## src/rtl/gpio_bank_pkg.sv

```systemverilog
package gpio_bank_pkg;
    localparam int DW  = 32;
    localparam int AW  = 8;

    localparam logic [AW-1:0] A_OUTVAL  = 8'h00;
    localparam logic [AW-1:0] A_PINVAL  = 8'h04;
    localparam logic [AW-1:0] A_DIR     = 8'h08;
    localparam logic [AW-1:0] A_SETB    = 8'h10;
    localparam logic [AW-1:0] A_CLRB    = 8'h14;
    localparam logic [AW-1:0] A_IEN     = 8'h20;
    localparam logic [AW-1:0] A_RAW     = 8'h24;
    localparam logic [AW-1:0] A_PEND    = 8'h28;
    localparam logic [AW-1:0] A_MASK    = 8'h2C;
    localparam logic [AW-1:0] A_ACK     = 8'h30;
    localparam logic [AW-1:0] A_LVLSEL  = 8'h34;
    localparam logic [AW-1:0] A_ANYEDGE = 8'h38;
    localparam logic [AW-1:0] A_POL     = 8'h3C;
    localparam logic [AW-1:0] A_DBEN    = 8'h40;
    localparam logic [AW-1:0] A_DBDIV   = 8'h44;

    // Returns the edge events selected by the per-pin edge configuration.
    function automatic logic [DW-1:0] edge_hit(input logic [DW-1:0] cur,
                                               input logic [DW-1:0] prev,
                                               input logic [DW-1:0] any_edge,
                                               input logic [DW-1:0] pol);
        logic [DW-1:0] rise, fall;
        rise = cur & ~prev;
        fall = ~cur & prev;
        return (any_edge & (rise | fall)) | (~any_edge & ~pol & rise) |
               (~any_edge & pol & fall);
    endfunction
endpackage

```

## src/rtl/gpio_in_filter.sv

```systemverilog
module gpio_in_filter #(
    parameter int NPIN = 32,
    parameter int PSW  = 16
) (
    input  logic            clk,
    input  logic            rst,
    input  logic [NPIN-1:0] pin_i,
    input  logic [NPIN-1:0] db_en,
    input  logic [PSW-1:0]  div_i,
    output logic [NPIN-1:0] sync_o,
    output logic [NPIN-1:0] filt_o
);
    logic [NPIN-1:0] s1_q, s2_q, hold_q, deb_q;
    logic [PSW-1:0]  cnt_q;
    logic            tick;

    assign tick = (cnt_q >= div_i);

    always_ff @(posedge clk) begin
        if (rst) begin
            s1_q  <= '0;
            s2_q  <= '0;
            cnt_q <= '0;
        end else begin
            s1_q  <= pin_i;
            s2_q  <= s1_q;
            cnt_q <= tick ? '0 : cnt_q + 1'b1;
        end
    end

    for (genvar i = 0; i < NPIN; i++) begin : g_pin
        always_ff @(posedge clk) begin
            if (rst) begin
                hold_q[i] <= 1'b0;
                deb_q[i]  <= 1'b0;
            end else if (tick) begin
                hold_q[i] <= s2_q[i];
                if (s2_q[i] == hold_q[i] && s2_q[i] != deb_q[i])
                    deb_q[i] <= s2_q[i];
            end
        end
        assign filt_o[i] = db_en[i] ? deb_q[i] : s2_q[i];
    end

    assign sync_o = s2_q;

    a_r10_deb_moves_on_tick_only: assert property (@(posedge clk) disable iff (rst)
        !tick |=> $stable(deb_q));
endmodule

```

## src/rtl/gpio_irq_unit.sv

```systemverilog
module gpio_irq_unit #(
    parameter int NPIN = 32
) (
    input  logic            clk,
    input  logic            rst,
    input  logic [NPIN-1:0] filt_i,
    input  logic [NPIN-1:0] lvl_sel,
    input  logic [NPIN-1:0] any_edge,
    input  logic [NPIN-1:0] pol,
    input  logic [NPIN-1:0] ack_i,
    output logic [NPIN-1:0] raw_o
);
    import gpio_bank_pkg::*;

    logic [NPIN-1:0] prev_q, raw_q, hit, lvl_act;
    logic [DW-1:0]   hit_w;

    assign hit_w   = edge_hit(DW'(filt_i), DW'(prev_q), DW'(any_edge), DW'(pol));
    assign hit     = hit_w[NPIN-1:0];
    assign lvl_act = filt_i ^ pol;

    always_ff @(posedge clk) begin
        if (rst) begin
            prev_q <= '0;
            raw_q  <= '0;
        end else begin
            prev_q <= filt_i;
            raw_q  <= (lvl_sel & lvl_act) | (~lvl_sel & ((raw_q & ~ack_i) | hit));
        end
    end

    assign raw_o = raw_q;

    a_r8_edge_status_sticky: assert property (@(posedge clk) disable iff (rst)
        1'b1 |=> (($past(raw_q) & ~$past(ack_i) & ~$past(lvl_sel) & ~raw_q) == '0));
endmodule

```

## src/rtl/gpio_bank.sv

```systemverilog
module gpio_bank #(
    parameter int NPIN = 32,
    parameter int PSW  = 16
) (
    input  logic        clk,
    input  logic        rst,
    input  logic [7:0]  bus_addr,
    input  logic        bus_we,
    input  logic [31:0] bus_wdata,
    output logic [31:0] bus_rdata,
    input  logic [31:0] pin_in,
    output logic [31:0] pin_out,
    output logic [31:0] pin_oe,
    output logic        irq
);
    import gpio_bank_pkg::*;

    logic [NPIN-1:0] out_q, dir_q, ien_q, mask_q, lvl_q, any_q, pol_q, dben_q;
    logic [PSW-1:0]  div_q;
    logic [NPIN-1:0] sync_v, filt_v, raw_v, pend_v, ack_v, wd;

    assign wd    = bus_wdata[NPIN-1:0];
    assign ack_v = (bus_we && bus_addr == A_ACK) ? wd : '0;

    always_ff @(posedge clk) begin
        if (rst) begin
            out_q  <= '0;
            dir_q  <= '0;
            ien_q  <= '0;
            mask_q <= '0;
            lvl_q  <= '0;
            any_q  <= '0;
            pol_q  <= '0;
            dben_q <= '0;
            div_q  <= '0;
        end else if (bus_we) begin
            case (bus_addr)
                A_OUTVAL:  out_q  <= wd;
                A_DIR:     dir_q  <= wd;
                A_SETB:    out_q  <= out_q | wd;
                A_CLRB:    out_q  <= out_q & ~wd;
                A_IEN:     ien_q  <= wd;
                A_MASK:    mask_q <= wd;
                A_LVLSEL:  lvl_q  <= wd;
                A_ANYEDGE: any_q  <= wd;
                A_POL:     pol_q  <= wd;
                A_DBEN:    dben_q <= wd;
                A_DBDIV:   div_q  <= bus_wdata[PSW-1:0];
                default: ;
            endcase
        end
    end

    gpio_in_filter #(.NPIN(NPIN), .PSW(PSW)) u_filt (
        .clk(clk), .rst(rst), .pin_i(pin_in[NPIN-1:0]), .db_en(dben_q),
        .div_i(div_q), .sync_o(sync_v), .filt_o(filt_v)
    );

    gpio_irq_unit #(.NPIN(NPIN)) u_irq (
        .clk(clk), .rst(rst), .filt_i(filt_v), .lvl_sel(lvl_q),
        .any_edge(any_q), .pol(pol_q), .ack_i(ack_v), .raw_o(raw_v)
    );

    assign pend_v = raw_v & ien_q & ~mask_q;
    assign irq    = |pend_v;

    always_comb begin
        bus_rdata = '0;
        case (bus_addr)
            A_OUTVAL:  bus_rdata[NPIN-1:0] = out_q;
            A_PINVAL:  bus_rdata[NPIN-1:0] = sync_v;
            A_DIR:     bus_rdata[NPIN-1:0] = dir_q;
            A_IEN:     bus_rdata[NPIN-1:0] = ien_q;
            A_RAW:     bus_rdata[NPIN-1:0] = raw_v;
            A_PEND:    bus_rdata[NPIN-1:0] = pend_v;
            A_MASK:    bus_rdata[NPIN-1:0] = mask_q;
            A_LVLSEL:  bus_rdata[NPIN-1:0] = lvl_q;
            A_ANYEDGE: bus_rdata[NPIN-1:0] = any_q;
            A_POL:     bus_rdata[NPIN-1:0] = pol_q;
            A_DBEN:    bus_rdata[NPIN-1:0] = dben_q;
            A_DBDIV:   bus_rdata[PSW-1:0]  = div_q;
            default:   bus_rdata = '0;
        endcase
    end

    always_comb begin
        pin_out = '0;
        pin_oe  = '0;
        pin_out[NPIN-1:0] = out_q;
        pin_oe[NPIN-1:0]  = dir_q;
    end

    a_r3_set_port_sets: assert property (@(posedge clk) disable iff (rst)
        (bus_we && bus_addr == A_SETB) |=> ((out_q & $past(wd)) == $past(wd)));
    a_r3_clr_port_clears: assert property (@(posedge clk) disable iff (rst)
        (bus_we && bus_addr == A_CLRB) |=> ((out_q & $past(wd)) == '0));
    a_r9_irq_needs_enable: assert property (@(posedge clk) disable iff (rst)
        irq |-> (|(ien_q & ~mask_q)));
endmodule

```

## config.mk

```make
export PLATFORM = sky130hd
export DESIGN_NAME = gpio_bank
export DESIGN_NICKNAME = d
export VERILOG_FILES = /design/src/rtl/gpio_bank_pkg.sv /design/src/rtl/gpio_in_filter.sv /design/src/rtl/gpio_irq_unit.sv /design/src/rtl/gpio_bank.sv
export SDC_FILE = /design/constraint.sdc
export NUM_CORES = 1
export LEC_CHECK = 0
export BUFFER_PORTS_ARGS = -buffer_cell sky130_fd_sc_hd__buf_2
export CAP_MARGIN = 25
export CORE_MARGIN = 2
export CORE_UTILIZATION = 30
export CTS_CLUSTER_SIZE = 8
export DETAILED_ROUTE_END_ITERATION = 6
export HOLD_SLACK_MARGIN = 0.12
export PLACE_DENSITY = 0.46
export RECOVER_POWER = 50
export SLEW_MARGIN = 20
export SYNTH_ARGS = -nofsm -noshare
export SYNTH_HDL_FRONTEND = slang
export SYNTH_SLANG_ARGS = --single-unit
```

## constraint.sdc

```tcl
create_clock -name clk -period 3.05 [get_ports clk]
set_input_delay 0.915 -clock clk [delete_from_list [all_inputs] [get_ports clk]]
set_output_delay 0.915 -clock clk [all_outputs]
set_load 0.02 [all_outputs]
```

==> impl_metrics.ini, run 1 <==
[logic_synthesis]
ys_seq_area_share_pct = 41.1
mappedNetlistArea_sq_um = 23400
syn_inst = 2866
ys_ff_latch = 480
syn_nets = 3022
ys.warnings.count = 0
synth_cell_types = 71
synth_edf_count = 0
async_reset_ff_share_pct = 0
ys.flop_type = dfxtp_1
synth.avg_cell_area_sq_um = 8.15

[setup_path]
crit_top_cell = buf_12
critPathKind = input pin to output port
slowest_stage = a222oi_1
worstPathMaxFanout = 9
cp_cell_sequence = buf_12, buf_12, buf_12, nor4_4, buf_6, buf_4, buf_8, a222oi_1, o2111ai_4, buf_6
slowest_delay_ns = 0.56
worstPathArrival_ns = 2.64
cp.required_ns = 2.13
cp-start-kind = input pin
cp-end-kind = output port

[timing]
layout_min_cycle_time_ns = 3.55
period_share_pct = 116
rsz0062_at_grt = yes
maxSlewHeadroom_pct = 11.8
tightest_slew_ns = 1.32
hold_ws_ns = 0.429
fin_ws_ns = -0.500
slew_viol_final = 0
fmax_ghz = 0.282
setup_violations = 33
hold_violations = 0
skew_ns = 0.0242

[floorplan]
core_area_sq_um = 77200
fp.dieW_um = 283
start_util_pct = 30.3
rows = 102
die_y_um = 283
die_area_sq_um = 80100
io_pins = 172

[grt]
use_met3_pct = 5.10
use_met1_pct = 36.6
grt_overflow = 0
first_global_vias = 22039
globalRouteMet2Util_pct = 39.3
grt_pass1_wl_um = 155000
antenna_found_initial = 6
grt_start_max_net_pins = 81
busiest_layer = met2
grt_util_all_layers_pct = 26.0

[power_and_ir_drop]
vdd_drop_max_mv = 0.333
total_power_mw = 14.6
leakagePower_nw = 10.9
powerDensity_nw_per_um2 = 473

[cts]
clk_path_buf_depth = 3
numCtsBuffers = 70
h-tree-depth = 3
root_buffer = clkbuf_16
clock_latency_ns = 0.60
clkTransAtPathRegs_ns = 0.05
clock_sinks = 480
cts.hold.buffers_added = 0
cts_tree = built

[routing]
drtIter0Drc = 2458
drtPass1Iterations = 6
viasPerCell = 5.54
wl_per_cell_um = 25.8
dr_total_vias = 23439
drt_wl_total_um = 109000
drtAntennaViolNets = 0
drc = 0

[cells_and_area]
fin_cells = 4233
final_common_cell = nand2_1
nNetsFinal = 3341
num_antenna_cells = 0
area_growth_pct = 31.8
final_cell_mix = 562 x nand2_1, 476 x dfxtp_1, 327 x a21oi_1, 195 x buf_4, 100 x nor2b_1
drive_gt1_share_pct = 21.3
final_util_pct = 39.9

[worst_hold_path]
hold_path_class = register to register

[placed_design]
place.gp.congestion = 0.955
dpl.cell_count = 4061
hpwl_um = 77900
io_buffers = 171

[run_status]
violations = setup timing
outcome = finished, violations left

[run]
cap_violations = 0
critical path: cells and delay by family:
family                 cells  cell delay, ns
AND/OR/NAND/NOR            1            0.03
buffers and inverters      7            0.88
AO/OA/AOI/OAI              2            0.80
through the flow:
step                      setup TNS [ns]  setup WS (ns)  cell area (sq um)
final                             -13.73         -0.500              30800
after detailed placement          -19.02         -0.670              26800
after CTS                         -12.95         -0.499              29900
after global routing              -15.12         -0.573              30800
after global placement            -18.51         -0.699              26800
after floorplan                    -2.38         -0.241              23600
kinds of logic after synthesis:
family	count (synthesis)	synth area share [%]
buffers and inverters	339	6.42
AND/OR/NAND/NOR	1040	21.4
flip-flops	480	41.1
adder cells (fa/ha/maj)	81	4.34
multiplexers	66	2.92
AO/OA/AOI/OAI	815	22.1
XOR/XNOR	45	1.69
layer usage:
| metal | share of wire, % | vias up | wire, um |
|---|---|---|---|
| li1 | - | 10703 | - |
| met1 | 45 | 11427 | 49100 |
| met2 | 43 | 1076 | 47000 |
| met3 | 7.8 | 225 | 8560 |
| met4 | 4.0 | 8 | 4340 |
| met5 | 0.052 | - | 57 |
final timing paths:
kind / endpoint / slack [ns] / cells after the start / startpoint
worst max register to register: u_filt.cnt_q[15] / 0.24 / 7 / div_q[7]
worst max-delay path: bus_rdata[30] / -0.50 / 10 / bus_addr[5]
worst min register to register: u_filt.sync_o[3] / 0.43 / 1 / u_filt.s1_q[3]
worst min-delay path: u_filt.sync_o[3] / 0.43 / 1 / u_filt.s1_q[3]
where the power goes:
part / total (mW) / switching (mW) / internal (mW)
Sequential: 6.48 / 0.109 / 6.38
Clock: 6.99 / 2.87 / 4.11
Combinational: 1.10 / 0.639 / 0.460
Total: 14.6 / 3.62 / 11.0
final cells by class:
class	count	area [sq um]
fillers	7744	46400
multi-input cells	2047	13100
flip-flops and latches	480	9610
repair buffers	496	4550
clock buffers	76	1790
well taps	1040	1300
inverters	90	342
clock inverters	4	57.6
synth_stat cells (all sizes together), types with 10 or more instances:
master | number | area, sq um
nand2b | 39 | 244
and3 | 17 | 106
clkbuf | 141 | 532
mux2i | 57 | 571
a22o | 12 | 105
nand3b | 48 | 360
a211oi | 99 | 743
a21oi | 335 | 1680
a31oi | 10 | 62.6
buf | 108 | 631
xor2 | 43 | 377
nor2 | 109 | 453
nand2 | 572 | 2150
a311oi | 34 | 304
ha | 81 | 1010
o22ai | 59 | 369
o211ai | 10 | 75.1
nor2b | 105 | 657
nand3 | 32 | 160
dfxtp | 480 | 9610
o31ai | 34 | 255
inv | 90 | 338
nand4 | 42 | 263
a222oi | 10 | 100
nor3 | 31 | 160
a22oi | 98 | 736
o21ai | 74 | 370
repair_timing:
action,4_1_cts,5_1_grt
pin swaps,68,89
setup buffers,39,53
setup endpoints to repair,33,33
gates cloned,1,6
gates resized for setup,222,125
Power figures use the tool's default switching activity.
==> run 2: changes to the inputs <==
CELL_PAD_IN_SITES_DETAIL_PLACEMENT = 1   (was default)
CELL_PAD_IN_SITES_GLOBAL_PLACEMENT = 1   (was default)
PLACE_DENSITY = 0.58   (was 0.46)
==> run 2 against run 1 <==
Net effect:
- the flow still finishes with violations (setup timing)
- critical endpoint is now bus_rdata[8]
- worst hold slack improved by 0.0050 ns
- sequential share of layout area about the same
- clock skew decreased by 0.0032 ns
- register-to-register slack improved by 0.10 ns
- setup slack improved by 0.0071 ns
- highest routed layer unchanged
- clock power increased by 2.9%
==> impl_metrics.ini, run 2 (synthesized netlist as in run 1, its figures left out) <==
[run_status]
outcome = finished, violations left
violations = setup timing

[cells_and_area]
fin_cells = 4225
nFillCells = 8959
final_cell_mix = 560 x nand2_1, 474 x dfxtp_1, 326 x a21oi_1, 190 x buf_4, 130 x buf_2
multi_input_area_sq_um = 13100
area_growth_pct = 31.8
seqCellArea_sq_um = 9620
nNetsFinal = 3329
final_common_cell = nand2_1
final_util_pct = 39.9
num_antenna_cells = 0
drive_gt1_share_pct = 23.4

[setup_path]
slowest_stage = nor4b_4
cp-start-kind = input pin
critPathKind = input pin to output port
cpLargestDelayFamily = simple AND/OR/NAND/NOR gates
crit_top_cell = buf_6
cp-end-kind = output port
cp_cell_sequence = buf_12, buf_8, nor4b_4, buf_6, buf_6, and3_1, and3_1, a221oi_2, nand3b_1, buf_6
slowest_delay_ns = 0.38
worstPathMaxFanout = 6
crit_buf_inv = 5
worstPathArrival_ns = 2.63
cp.required_ns = 2.13

[grt]
grt_util_all_layers_pct = 27.0
grt_pass1_wl_um = 162000
grt_overflow = 0
first_global_vias = 24026
antenna_found_initial = 8
grt_start_max_net_pins = 90

[cts]
cts_tree = built
clk_path_buf_depth = 3
clock_sinks = 480
clock_latency_ns = 0.61
h-tree-depth = 3
clkTransAtPathRegs_ns = 0.05
root_buffer = clkbuf_16
cts.hold.buffers_added = 0
numCtsBuffers = 71

[timing]
skew_ns = 0.0209
rsz0062_at_grt = yes
layout_min_cycle_time_ns = 3.54
tightest_slew_ns = 1.19
fin_ws_ns = -0.493
maxSlewHeadroom_pct = 20.8
fmax_ghz = 0.282
hold_violations = 0
fin_tns_setup_ns = -12.46
setup_violations = 33
period_share_pct = 116
slew_viol_final = 0

[routing]
drtAntennaViolNets = 0
wl_per_cell_um = 26.5
dr_total_vias = 23743
drtPass1Iterations = 6
drtIter0Drc = 1850
viasPerCell = 5.62
drt_wl_total_um = 112000
drc = 0

[floorplan]
io_pins = 172
die_area_sq_um = 80100
fp.dieW_um = 283
core_area_sq_um = 77200
die_y_um = 283
rows = 102
start_util_pct = 30.3

[placed_design]
io_buffers = 171
hpwl_um = 80600
dpl.cell_count = 4071
place.gp.congestion = 0.964

[power_and_ir_drop]
comb_power_share_pct = 7.3
power.share.clock_pct = 48.7
leakagePower_nw = 11.2
total_power_mw = 14.7
swShare_pct = 24.9
p_sw_mw = 3.67
powerDensity_nw_per_um2 = 479
intPower_mw = 11.1
vdd_drop_max_mv = 0.324
seq_power_share_pct = 44.0

[run]
cap_violations = 0

[worst_hold_path]
hold_path_class = register to register
[run 2: area by class of cell]
cell class	count	area share (%)
clock buffer	79	6.04
timing repair buffer	483	14.6
clock inverter	6	0.183
inverter	90	1.10
multi-input combinational	2047	42.7
sequential	480	31.2
tap	1040	4.23
[run 2: routing by layer]
layer | vias up | GRT usage [%] | share of wire (%) | routed length (um)
li1 | 10679 | - | - | -
met1 | 11990 | 36.5 | 45 | 50000
met2 | 818 | 42.9 | 45 | 50400
met3 | 246 | 4.37 | 6.4 | 7220
met4 | 10 | 10.3 | 4.0 | 4440
met5 | - | 0 | 0.061 | 68
[run 2: power groups by stage]
stage	combinational (mW)	sequential, mW	clock (mW)
3_3_place_gp	0.899	6.60	0
4_1_cts	1.05	6.48	7.37
5_1_grt	1.13	6.49	7.59
6_report	1.07	6.49	7.19
3_5_place_dp	0.926	6.61	0
2_1_floorplan	0.522	6.55	0
[run 2: metrics by stage]
step | cell area, sq um | setup WS (ns) | hold slack (ns)
after floorplan | 23600 | -0.241 | 0.414
after global placement | 27000 | -0.741 | 0.418
after detailed placement | 27000 | -0.675 | 0.424
after CTS | 30400 | -0.489 | 0.435
after global routing | 30800 | -0.495 | 0.446
final | 30800 | -0.493 | 0.434
[run 2: worst paths after layout]
check                           depth (start not counted)      startpoint           endpoint  slack, ns
worst max-delay path                                   10     bus_addr[4]       bus_rdata[8]      -0.49
worst min-delay path                                    1  u_filt.s1_q[0]   u_filt.sync_o[0]       0.43
worst max register to register                          8        div_q[6]  u_filt.hold_q[23]       0.34
worst min register to register                          1  u_filt.s1_q[0]   u_filt.sync_o[0]       0.43
[run 2: repair_timing]
item | in CTS | in global routing
pin swaps | 85 | 50
endpoints found under the setup margin | 33 | 39
setup buffers | 56 | 14
resized for setup | 271 | 75
gates cloned | 3 | 2
